<file path="config.mk">
export PLATFORM = sky130hd
export DESIGN_NAME = evict_wb_tracker
export DESIGN_NICKNAME = d
export VERILOG_FILES = /design/src/rtl/evict_wb_pkg.sv /design/src/rtl/evict_wb_ctrl.sv /design/src/rtl/evict_wb_dp.sv /design/src/rtl/evict_wb_tracker.sv
export SDC_FILE = /design/constraint.sdc
export NUM_CORES = 1
export LEC_CHECK = 0
export BUFFER_PORTS_ARGS = -buffer_cell sky130_fd_sc_hd__buf_2
export CORE_MARGIN = 1.5
export CORE_UTILIZATION = 34
export CTS_CLUSTER_SIZE = 30
export DETAILED_ROUTE_END_ITERATION = 12
export PLACE_DENSITY = 0.69
export RECOVER_POWER = 100
export SLEW_MARGIN = 40
export SYNTH_ARGS = -nofsm -noshare
export SYNTH_HDL_FRONTEND = slang
export SYNTH_SLANG_ARGS = --single-unit
</file>
<file path="constraint.sdc">
create_clock -name clk -period 2.2 [get_ports clk]
set_clock_uncertainty 0.2 [all_clocks]
set_input_delay 0.11 -clock clk [delete_from_list [all_inputs] [get_ports clk]]
set_output_delay 0.11 -clock clk [all_outputs]
set_load 0.02 [all_outputs]
</file>
<file path="src/rtl/evict_wb_pkg.sv">
package evict_wb_pkg;

  typedef enum logic [2:0] {
    TRK_IDLE    = 3'd0,
    TRK_DIRTY   = 3'd1,
    TRK_CLEAN   = 3'd2,
    TRK_CANCEL  = 3'd3,
    TRK_DROPPRE = 3'd4,
    TRK_DROPACK = 3'd5
  } trk_state_e;

  localparam logic [1:0] PRB_INV      = 2'd0;
  localparam logic [1:0] PRB_INV_DATA = 2'd1;
  localparam logic [1:0] PRB_DOWN     = 2'd2;

  localparam logic [1:0] RSP_INV_ACK  = 2'd0;
  localparam logic [1:0] RSP_DATA     = 2'd1;
  localparam logic [1:0] RSP_MISS     = 2'd2;

  typedef struct packed {
    logic capture;
    logic sendVic;
    logic sendFwd;
    logic prbData;
    logic prbInvAck;
    logic prbMiss;
    logic sendUnblk;
    logic sendWbAck;
    logic recordSrc;
    logic resetSrc;
    logic freeBuf;
    logic recycleVic;
    logic recycleRepl;
  } trk_strobe_t;

endpackage

</file>
<file path="src/rtl/evict_wb_ctrl.sv">
module evict_wb_ctrl
  import evict_wb_pkg::*;
(
  input  logic        clk,
  input  logic        rstN,
  input  logic        replValid,
  input  logic [1:0]  replState,
  input  logic        prbValid,
  input  logic [1:0]  prbKind,
  input  logic        memAck,
  input  logic        rspValid,
  input  logic        coreVicValid,
  input  logic        rdValid,
  output trk_strobe_t stb,
  output trk_state_e  state
);

  trk_state_e nxt;

  always_ff @(posedge clk) begin
    if (!rstN) state <= TRK_IDLE;
    else       state <= nxt;
  end

  always_comb begin
    nxt = state;
    stb = '0;
    unique case (state)
      TRK_IDLE: begin
        if (replValid) begin
          stb.capture = 1'b1;
          stb.sendVic = 1'b1;
          nxt = replState[1] ? TRK_DIRTY : TRK_CLEAN;
        end
      end
      TRK_DIRTY: begin
        if (memAck) begin
          stb.freeBuf = 1'b1;
          nxt = TRK_IDLE;
        end else if (prbValid) begin
          if (prbKind == PRB_INV) begin
            stb.prbInvAck = 1'b1;
            nxt = TRK_CANCEL;
          end else if (prbKind == PRB_INV_DATA) begin
            stb.prbData = 1'b1;
            nxt = TRK_CANCEL;
          end else if (prbKind == PRB_DOWN) begin
            stb.prbData = 1'b1;
          end
        end else if (rspValid) begin
          // spurious data: dropped
        end else if (coreVicValid) begin
          stb.sendWbAck = 1'b1;
          stb.recordSrc = 1'b1;
          nxt = TRK_DROPPRE;
        end else if (rdValid) begin
          stb.sendFwd = 1'b1;
        end
      end
      TRK_CLEAN: begin
        if (memAck) begin
          stb.freeBuf = 1'b1;
          nxt = TRK_IDLE;
        end else if (prbValid) begin
          if (prbKind == PRB_INV || prbKind == PRB_INV_DATA) begin
            stb.prbInvAck = 1'b1;
            nxt = TRK_CANCEL;
          end else if (prbKind == PRB_DOWN) begin
            stb.prbData = 1'b1;
          end
        end
      end
      TRK_CANCEL: begin
        if (memAck) begin
          stb.freeBuf = 1'b1;
          nxt = TRK_IDLE;
        end else if (prbValid) begin
          if (prbKind == PRB_INV || prbKind == PRB_INV_DATA) stb.prbInvAck = 1'b1;
          else if (prbKind == PRB_DOWN)                      stb.prbMiss   = 1'b1;
        end else if (coreVicValid) begin
          stb.recycleVic = 1'b1;
        end
      end
      TRK_DROPPRE: begin
        if (memAck) begin
          nxt = TRK_DROPACK;
        end else if (rspValid) begin
          stb.sendUnblk = 1'b1;
          stb.resetSrc  = 1'b1;
          nxt = TRK_DIRTY;
        end
      end
      TRK_DROPACK: begin
        if (rspValid) begin
          stb.sendUnblk = 1'b1;
          stb.freeBuf   = 1'b1;
          nxt = TRK_IDLE;
        end
      end
      default: nxt = TRK_IDLE;
    endcase
    if (replValid && state != TRK_IDLE) stb.recycleRepl = 1'b1;
  end

endmodule

</file>
<file path="src/rtl/evict_wb_dp.sv">
module evict_wb_dp
  import evict_wb_pkg::*;
#(
  parameter int ADDR_W = 32,
  parameter int DATA_W = 64,
  parameter int ID_W   = 4,
  parameter int OFF_W  = 6,
  parameter int SEL_W  = 2,
  parameter logic [ID_W-1:0] SELF_ID = '1
) (
  input  logic              clk,
  input  logic              rstN,
  input  trk_strobe_t       stb,
  input  logic [1:0]        replState,
  input  logic [ADDR_W-1:0] replAddr,
  input  logic [DATA_W-1:0] replData,
  input  logic [ID_W-1:0]   coreVicId,
  input  logic [1:0]        rdKind,
  input  logic [ADDR_W-1:0] rdAddr,
  output logic              lineInval,
  output logic              vicValid,
  output logic              vicDirty,
  output logic [ADDR_W-1:0] vicAddr,
  output logic [DATA_W-1:0] vicData,
  output logic [SEL_W-1:0]  vicDest,
  output logic              fwdValid,
  output logic [1:0]        fwdKind,
  output logic [ADDR_W-1:0] fwdAddr,
  output logic [SEL_W-1:0]  fwdDest,
  output logic              prbRspValid,
  output logic [1:0]        prbRspKind,
  output logic [DATA_W-1:0] prbRspData,
  output logic              prbRspDirty,
  output logic              unblkValid,
  output logic              wbAckValid,
  output logic [ID_W-1:0]   wbAckDest,
  output logic              vicRecycle,
  output logic              replRecycle,
  output logic [ID_W-1:0]   expSrc
);

  localparam int SEL_LO = OFF_W;

  logic [DATA_W-1:0] bufData;
  logic              bufDirty;

  // buffered line and expected data source
  always_ff @(posedge clk) begin
    if (!rstN) begin
      bufData  <= '0;
      bufDirty <= 1'b0;
      expSrc   <= SELF_ID;
    end else begin
      if (stb.capture) begin
        bufData  <= replData;
        bufDirty <= replState[1];
        expSrc   <= SELF_ID;
      end
      if (stb.recordSrc) expSrc <= coreVicId;
      if (stb.resetSrc)  expSrc <= SELF_ID;
      if (stb.freeBuf) begin
        bufDirty <= 1'b0;
        expSrc   <= SELF_ID;
      end
    end
  end

  // registered message outputs
  always_ff @(posedge clk) begin
    if (!rstN) begin
      lineInval   <= 1'b0;
      vicValid    <= 1'b0;
      vicDirty    <= 1'b0;
      vicAddr     <= '0;
      vicData     <= '0;
      vicDest     <= '0;
      fwdValid    <= 1'b0;
      fwdKind     <= '0;
      fwdAddr     <= '0;
      fwdDest     <= '0;
      prbRspValid <= 1'b0;
      prbRspKind  <= '0;
      prbRspData  <= '0;
      prbRspDirty <= 1'b0;
      unblkValid  <= 1'b0;
      wbAckValid  <= 1'b0;
      wbAckDest   <= '0;
      vicRecycle  <= 1'b0;
      replRecycle <= 1'b0;
    end else begin
      lineInval   <= stb.sendVic;
      vicValid    <= stb.sendVic;
      fwdValid    <= stb.sendFwd;
      prbRspValid <= stb.prbData | stb.prbInvAck | stb.prbMiss;
      unblkValid  <= stb.sendUnblk;
      wbAckValid  <= stb.sendWbAck;
      vicRecycle  <= stb.recycleVic;
      replRecycle <= stb.recycleRepl;
      if (stb.sendVic) begin
        vicDirty <= replState[1];
        vicAddr  <= replAddr;
        vicData  <= replData;
        vicDest  <= replAddr[SEL_LO +: SEL_W];
      end
      if (stb.sendFwd) begin
        fwdKind <= rdKind;
        fwdAddr <= rdAddr;
        fwdDest <= rdAddr[SEL_LO +: SEL_W];
      end
      if (stb.prbData) begin
        prbRspKind  <= RSP_DATA;
        prbRspData  <= bufData;
        prbRspDirty <= bufDirty;
      end else if (stb.prbInvAck) begin
        prbRspKind  <= RSP_INV_ACK;
        prbRspData  <= '0;
        prbRspDirty <= 1'b0;
      end else if (stb.prbMiss) begin
        prbRspKind  <= RSP_MISS;
        prbRspData  <= '0;
        prbRspDirty <= 1'b0;
      end
      if (stb.sendWbAck) wbAckDest <= coreVicId;
    end
  end

endmodule

</file>
<file path="src/rtl/evict_wb_tracker.sv">
module evict_wb_tracker
  import evict_wb_pkg::*;
#(
  parameter int ADDR_W = 32,
  parameter int DATA_W = 64,
  parameter int ID_W   = 4,
  parameter int OFF_W  = 6,
  parameter int SEL_W  = 2,
  parameter logic [ID_W-1:0] SELF_ID = '1
) (
  input  logic              clk,
  input  logic              rstN,
  input  logic              replValid,
  input  logic [1:0]        replState,
  input  logic [ADDR_W-1:0] replAddr,
  input  logic [DATA_W-1:0] replData,
  input  logic              prbValid,
  input  logic [1:0]        prbKind,
  input  logic              memAck,
  input  logic              rspValid,
  input  logic              coreVicValid,
  input  logic [ID_W-1:0]   coreVicId,
  input  logic              rdValid,
  input  logic [1:0]        rdKind,
  input  logic [ADDR_W-1:0] rdAddr,
  output logic              lineInval,
  output logic              vicValid,
  output logic              vicDirty,
  output logic [ADDR_W-1:0] vicAddr,
  output logic [DATA_W-1:0] vicData,
  output logic [SEL_W-1:0]  vicDest,
  output logic              fwdValid,
  output logic [1:0]        fwdKind,
  output logic [ADDR_W-1:0] fwdAddr,
  output logic [SEL_W-1:0]  fwdDest,
  output logic              prbRspValid,
  output logic [1:0]        prbRspKind,
  output logic [DATA_W-1:0] prbRspData,
  output logic              prbRspDirty,
  output logic              unblkValid,
  output logic              wbAckValid,
  output logic [ID_W-1:0]   wbAckDest,
  output logic              vicRecycle,
  output logic              replRecycle,
  output logic [ID_W-1:0]   expSrc,
  output logic [2:0]        trkState
);

  trk_strobe_t stb;
  trk_state_e  ctrlState;

  evict_wb_ctrl u_ctrl (
    .clk(clk), .rstN(rstN),
    .replValid(replValid), .replState(replState),
    .prbValid(prbValid), .prbKind(prbKind),
    .memAck(memAck), .rspValid(rspValid),
    .coreVicValid(coreVicValid), .rdValid(rdValid),
    .stb(stb), .state(ctrlState)
  );

  evict_wb_dp #(
    .ADDR_W(ADDR_W), .DATA_W(DATA_W), .ID_W(ID_W),
    .OFF_W(OFF_W), .SEL_W(SEL_W), .SELF_ID(SELF_ID)
  ) u_dp (
    .clk(clk), .rstN(rstN), .stb(stb),
    .replState(replState), .replAddr(replAddr), .replData(replData),
    .coreVicId(coreVicId), .rdKind(rdKind), .rdAddr(rdAddr),
    .lineInval(lineInval), .vicValid(vicValid), .vicDirty(vicDirty),
    .vicAddr(vicAddr), .vicData(vicData), .vicDest(vicDest),
    .fwdValid(fwdValid), .fwdKind(fwdKind), .fwdAddr(fwdAddr), .fwdDest(fwdDest),
    .prbRspValid(prbRspValid), .prbRspKind(prbRspKind),
    .prbRspData(prbRspData), .prbRspDirty(prbRspDirty),
    .unblkValid(unblkValid), .wbAckValid(wbAckValid), .wbAckDest(wbAckDest),
    .vicRecycle(vicRecycle), .replRecycle(replRecycle), .expSrc(expSrc)
  );

  assign trkState = ctrlState;

endmodule

</file>
==> implementation parameters, run 1 <==
Parameter                              Value

Status
  Outcome    completed

Synth
  Number of storage elements in the synthesis netlist    217
  Ys flop type    sky130_fd_sc_hd__dfxtp_1
  Net count after synthesis    987
  Largest cells by area after synthesis    sky130_fd_sc_hd__dfxtp_1 (55%), sky130_fd_sc_hd__nand2_1 (13%), sky130_fd_sc_hd__a21boi_0 (10%)
  Post-synth cell types    45
  Sequential fraction of the synthesis area    0.552
  Gate count of the mapped netlist    838
  Post-synth EDFFs    0
  Async set or reset register ratio after synthesis    0
  Per-instance average area after synthesis    9.38 sq um
  Yosys warns    0
  Post-synthesis cell area    7860 sq um
  Fraction of synthesized cell area taken by the top area cell type    0.552
  Area leader, netlist    sky130_fd_sc_hd__dfxtp_1
  Most frequent cells after synthesis    sky130_fd_sc_hd__nand2_1 (280), sky130_fd_sc_hd__dfxtp_1 (217), sky130_fd_sc_hd__a21boi_0 (107)
  Cell with the most instances after synthesis    sky130_fd_sc_hd__nand2_1

Floorplanning
  Placement Rows    55
  Total Die Area    24000 sq um
  I/O pins    367
  Initial core utilization    0.347
  Die Span X    155 um
  Floorplan die height    155 um
  Area of the placeable core    22600 sq um

Global route
  Total track usage    0.206
  Largest net degree at the start of global routing    100
  Vias in the first global route    7644
  Grt total ovfl    0
  Wire length of the first global-routing pass    39.8 mm
  Antenna violations before repair    0

Critical path
  Critical path type    primary input to register
  Crit start category    primary input
  Flop-to-flop setup slack    0.11 ns
  Crit path DAT    2.39 ns
  Worst Setup End Kind    register
  Critical Path Fanout Max    45
  Critical Path RT    2.45 ns

Drt
  Number of antenna-violating nets in the routed design    0
  Total wire length after detailed routing    26.4 mm
  DR vias/cell    4.82
  DR WL/cell    16.1 um
  Router iterations before antenna repair    5
  Initial DRC Count    405
  DRC viols    0
  Detailed-route via count    7896

Final layout
  Ratio of cells with drive above 1 in the final layout    0.164
  Utilization after layout    0.530
  Fill cell total of the finished layout    2104
  Number of diodes    0
  Area Growth Syn to Fin    52.6%
  Total area of sequential cells    4350 sq um
  Multi-input logic area    3170 sq um
  Total Nets Final    1491

STA
  Slew @ Worst Pin    0.669 ns
  Final setup violating endpoints    0
  Tightest slew margin relative to the limit    0.554
  Number of max-slew violations in the final report    0
  Period Utilization, post-route    0.975
  Time the worst path needs with I/O delays and setup    2.14 ns
  Number of hold violations in the final report    0
  Achievable frequency    0.466 GHz
  Hold Worst Slack    0.185 ns

CTS
  Clock-pin slew on the worst setup and hold paths    0.06 ns
  TritonCTS sink count    217
  Max H-tree Level    1
  CTS Buffer Depth    3
  Number of buffers added by the clock tree synthesis step    24
  Clock tree from TritonCTS    built
  Worst skew pair latency    0.51 ns
  Clock root buffer    sky130_fd_sc_hd__clkbuf_16

Place
  GP Congestion    0.769
  Detailed placer's ending HPWL    16.3 mm
  PortBufs    365

Power and ir drop
  Switching power as a share of total power    0.316
  Worst voltage drop across the vdd grid    0.000614 V
  Sequential power share    0.415
  Cell leakage power    4.72 nW
  Clock group share of total power    0.348
  Post-route total power    11.0 mW
  Fraction of power consumed by combinational cells    0.238
  Switching Power    3.48 mW
  Power density over the cells    920 nW/um^2
  Power Internal    7.56 mW

Run
  Count of maximum capacitance violations    0

Hold path
  HP Class    primary input to register
[critical path: stages]
cell                            delay, ns
sky130_fd_sc_hd__dlygate4sd3_1       0.53
sky130_fd_sc_hd__buf_2               0.12
sky130_fd_sc_hd__inv_1               0.05
sky130_fd_sc_hd__ha_1                0.28
sky130_fd_sc_hd__or2_2               0.31
sky130_fd_sc_hd__a32oi_2             0.21
sky130_fd_sc_hd__nand2_2             0.10
sky130_fd_sc_hd__a21oi_4             0.19
sky130_fd_sc_hd__buf_12              0.25
sky130_fd_sc_hd__a22o_1              0.21
[cells by family after synthesis]
family / Yosys count / share of synthesized area
flip-flops: 217 / 0.552
buffers and inverters: 68 / 0.0481
AO/OA/AOI/OAI: 223 / 0.224
AND/OR/NAND/NOR: 327 / 0.171
adder cells (fa/ha/maj): 3 / 0.00477
[state kept, by name, indices dropped and copies added (netlist names), 2 cells and up]
signal / count
u_dp.prbRspData: 64
u_dp.wbAckDest: 4
u_dp.prbRspKind: 2
u_ctrl.state: 3
u_dp.vicAddr: 31
u_dp.expSrc: 4
u_dp.bufData: 64
u_dp.fwdKind: 2
u_dp.fwdAddr: 31
[worst paths after layout]
kind	start	end	depth (start not counted)
setup / recovery	prbKind[1]	u_dp.prbRspData[33]	10
hold / removal	rdAddr[26]	u_dp.fwdAddr[26]	4
setup reg to reg	u_ctrl.state[0]	u_dp.fwdAddr[7]	7
hold reg to reg	u_dp.prbRspKind[0]	u_dp.prbRspKind[0]	1
[stage by stage]
stage	TNS, ns	cell area (sq um)	std cells	setup slack [ns]
floorplan	0	7860	838	0.243
global placement	0	9940	1444	0.134
detailed placement	0	9940	1444	0.0938
CTS	0	12200	1634	0.00852
global route	-0.0142	12000	1638	-0.0142
finish	0	12000	1638	0.0556
[power by group through the flow]
stage / Sequential (mW) / Combinational, mW / Clock, mW
after floorplan: 5.05 / 1.10 / 0
after global placement: 4.62 / 2.46 / 0
after detailed placement: 4.64 / 2.49 / 0
after CTS: 4.55 / 2.71 / 3.94
after global routing: 4.62 / 2.87 / 4.10
final: 4.58 / 2.63 / 3.84
[per-layer routing]
| layer | up-vias | track usage | wire length, um | part of all wire |
|---|---|---|---|---|
| li1 | 3819 | - | - | - |
| met1 | 3660 | 0.239 | 10700 | 0.41 |
| met2 | 359 | 0.367 | 12900 | 0.49 |
| met3 | 58 | 0.0474 | 1870 | 0.071 |
| met4 | 0 | 0.0769 | 917 | 0.035 |
| met5 | - | 0 | 0 | 0 |
[placed cells by master, fill, tap and decap left out, types with 3 or more instances in the layout]
master                          count
sky130_fd_sc_hd__nand3_1            3
sky130_fd_sc_hd__a21boi_1          29
sky130_fd_sc_hd__buf_6              3
sky130_fd_sc_hd__a21boi_0         107
sky130_fd_sc_hd__buf_2            145
sky130_fd_sc_hd__buf_12             7
sky130_fd_sc_hd__dlygate4sd3_1    153
sky130_fd_sc_hd__clkbuf_8           4
sky130_fd_sc_hd__o21ai_0            6
sky130_fd_sc_hd__nand2b_1           5
sky130_fd_sc_hd__dfxtp_1          216
sky130_fd_sc_hd__nand2_1          278
sky130_fd_sc_hd__nor2_1            10
sky130_fd_sc_hd__buf_4             16
sky130_fd_sc_hd__clkbuf_16         25
sky130_fd_sc_hd__clkbuf_1         225
sky130_fd_sc_hd__ha_1               3
sky130_fd_sc_hd__nor3_1             7
sky130_fd_sc_hd__a22o_1            65
[final cells by class]
cell class	count	area share
sequential	217	0.362
timing repair buffer	544	0.281
multi-input combinational	553	0.264
clock buffer	35	0.0586
tap	285	0.0297
clock inverter	2	0.00313
inverter	2	0.000625
[repair_timing]
| item | CTS | global route |
|---|---|---|
| hold endpoints to repair | 149 | 0 |
| resized for setup | 0 | 10 |
| endpoints found under the setup margin | 0 | 45 |
| setup buffers | 0 | 4 |
| hold buffers | 153 | 0 |
(Power assumes the default switching activity.)
==> inputs of run 2 (changes only) <==
--- a/config.mk
+++ b/config.mk
@@ -6,11 +6,13 @@
 export NUM_CORES = 1
 export LEC_CHECK = 0
 export BUFFER_PORTS_ARGS = -buffer_cell sky130_fd_sc_hd__buf_2
+export CELL_PAD_IN_SITES_DETAIL_PLACEMENT = 1
+export CELL_PAD_IN_SITES_GLOBAL_PLACEMENT = 1
 export CORE_MARGIN = 1.5
-export CORE_UTILIZATION = 34
+export CORE_UTILIZATION = 33
 export CTS_CLUSTER_SIZE = 30
 export DETAILED_ROUTE_END_ITERATION = 12
-export PLACE_DENSITY = 0.69
+export PLACE_DENSITY = 0.87
 export RECOVER_POWER = 100
 export SLEW_MARGIN = 40
 export SYNTH_ARGS = -nofsm -noshare
==> run 2 against run 1 <==
  * Register-to-register slack about the same
  * Die area up 3.0%
  * Clock power up 7.0%
  * Sequential cell count unchanged
  * Combinational power up 8.4%
  * Sequential power up 0.9%
  * Core utilization down 1.5 points
  * Hold slack better by 0.0024 ns
  * Design area up 0.47%
  * Critical endpoint is now u_dp.prbRspData[32]
  * Largest cell class unchanged
==> implementation parameters, run 2 (synthesized netlist as in run 1, its figures left out) <==
Parameter                              Value

Global route
  Wire length of the first global-routing pass    51.5 mm
  Total track usage    0.269
  Antenna violations before repair    3
  Vias in the first global route    9151
  Largest net degree at the start of global routing    67
  Grt total ovfl    0

Drt
  Total wire length after detailed routing    35.5 mm
  DRC viols    0
  Router iterations before antenna repair    6
  Number of antenna-violating nets in the routed design    0
  DR vias/cell    5.08
  Initial DRC Count    422
  Detailed-route via count    8521
  DR WL/cell    21.2 um

Final layout
  Top library cells by usage in the layout, fill and taps aside    sky130_fd_sc_hd__nand2_1 (279), sky130_fd_sc_hd__clkbuf_1 (228), sky130_fd_sc_hd__dfxtp_1 (217)
  Area Growth Syn to Fin    53.3%
  Fill cell total of the finished layout    2892
  Total Nets Final    1485
  Most common cell after layout, fill and taps aside    sky130_fd_sc_hd__nand2_1
  Ratio of cells with drive above 1 in the final layout    0.166
  Largest registers    u_dp.bufData: 64 flops, u_dp.prbRspData: 64 flops
  Utilization after layout    0.515

CTS
  Number of buffers added by the clock tree synthesis step    24
  CTS Buffer Depth    3
  Clock root buffer    sky130_fd_sc_hd__clkbuf_16
  Clock tree from TritonCTS    built
  Clock-pin slew on the worst setup and hold paths    0.06 ns
  Max H-tree Level    1
  TritonCTS sink count    217
  Worst skew pair latency    0.51 ns

Place
  PortBufs    365
  GP Congestion    0.745
  Detailed placer's ending HPWL    19.0 mm

Power and ir drop
  Worst voltage drop across the vdd grid    0.000469 V
  Clock group share of total power    0.355
  Power density over the cells    960 nW/um^2
  Sequential power share    0.399
  Power Internal    7.71 mW
  Switching power as a share of total power    0.334
  Switching Power    3.86 mW
  Fraction of power consumed by combinational cells    0.246
  Cell leakage power    4.72 nW

Critical path
  Critical Path Fanout Max    12
  Worst Setup End Kind    register
  Crit start category    primary input
  Crit path DAT    2.40 ns
  Critical path type    primary input to register
  Critical Path RT    2.45 ns

STA
  RSZ-0062 raised after global routing    false
  Number of max-slew violations in the final report    0
  Achievable frequency    0.466 GHz
  Sum Neg Setup Slack    0 ns
  Tightest slew margin relative to the limit    0.474
  Slew @ Worst Pin    0.789 ns
  Number of hold violations in the final report    0
  Time the worst path needs with I/O delays and setup    2.15 ns
  Final setup violating endpoints    0
  Period Utilization, post-route    0.975

Status
  Outcome    completed

Floorplanning
  Initial core utilization    0.336
  Placement Rows    56
  Total Die Area    24800 sq um
  Floorplan die height    157 um
  Die Span X    157 um
  I/O pins    367
  Area of the placeable core    23400 sq um

Run
  Count of maximum capacitance violations    0

Hold path
  HP Class    primary input to register
run 2: changes by cell type in the layout (fill, tap and decap cells not counted), moves of 3 or more:
cell	change
sky130_fd_sc_hd__a21boi_0	+26
sky130_fd_sc_hd__a21boi_1	-25
sky130_fd_sc_hd__buf_4	-7
sky130_fd_sc_hd__dlygate4sd3_1	-7
sky130_fd_sc_hd__diode_2	+5
sky130_fd_sc_hd__clkbuf_1	+3
sky130_fd_sc_hd__clkinv_2	+3
run 2: power groups by stage:
stage	sequential (mW)	combinational, mW	clock, mW
6_report	4.62	2.85	4.11
5_1_grt	4.65	3.06	4.31
4_1_cts	4.56	2.82	4.15
3_5_place_dp	4.64	2.59	0
3_3_place_gp	4.62	2.52	0
2_1_floorplan	5.05	1.10	0
run 2: cell type report:
type | instances | area, sq um | share of cell area
Clock buffer | 36 | 706 | 0.0585
Sequential cell | 217 | 4340 | 0.360
Clock inverter | 6 | 91.3 | 0.00757
Multi-Input combinational cell | 553 | 3170 | 0.263
Timing Repair Buffer | 538 | 3330 | 0.276
Inverter | 2 | 7.51 | 0.000623
Antenna cell | 5 | 12.5 | 0.00104
Tap cell | 319 | 399 | 0.0331
run 2: worst paths after layout:
kind / startpoint / end / slack [ns] / cells after the start
setup reg to reg: u_ctrl.state[0] / u_dp.bufData[10] / 0.12 / 7
setup / recovery: prbKind[0] / u_dp.prbRspData[32] / 0.05 / 11
hold reg to reg: u_dp.prbRspKind[0] / u_dp.prbRspKind[0] / 0.25 / 1
hold / removal: rdAddr[4] / u_dp.fwdAddr[4] / 0.19 / 4
run 2: stage by stage:
step	hold WS [ns]	instance area (sq um)	worst slack, ns	cells	power [mW]
6_report	0.187	12100	0.0542	1676	11.6
5_1_grt	0.201	12100	0.0129	1674	12.0
4_1_cts	0.155	12300	0.0276	1666	11.5
3_5_place_dp	0.157	10000	0.0568	1478	7.24
3_3_place_gp	0.149	10000	0.122	1478	7.13
2_1_floorplan	0.0252	7860	0.243	838	6.15
run 2: metal layers:
| metal | vias up | track usage | part of all wire | wire length (um) |
|---|---|---|---|---|
| met5 | - | 0 | 0 | 0 |
| met4 | 0 | 0.168 | 0.062 | 2220 |
| met3 | 156 | 0.0675 | 0.071 | 2520 |
| met2 | 417 | 0.493 | 0.51 | 18100 |
| met1 | 4130 | 0.273 | 0.36 | 12700 |
| li1 | 3818 | - | - | - |
run 2: critical path, stage by stage:
cell and delay [ns]:
sky130_fd_sc_hd__dlygate4sd3_1 0.55, sky130_fd_sc_hd__clkbuf_2 0.14, sky130_fd_sc_hd__inv_2 0.09, sky130_fd_sc_hd__ha_4 0.21
sky130_fd_sc_hd__or2_2 0.30, sky130_fd_sc_hd__a32oi_2 0.21, sky130_fd_sc_hd__nand2_2 0.11, sky130_fd_sc_hd__a21oi_4 0.19
sky130_fd_sc_hd__buf_6 0.14, sky130_fd_sc_hd__buf_12 0.14, sky130_fd_sc_hd__a22o_1 0.19
run 2: what timing repair did:
item | CTS | global route
resized for setup | 0 | 7
hold buffers | 146 | 0
buffers inserted | 0 | 2
endpoints found under the hold margin | 150 | 0
setup endpoints to repair | 0 | 66
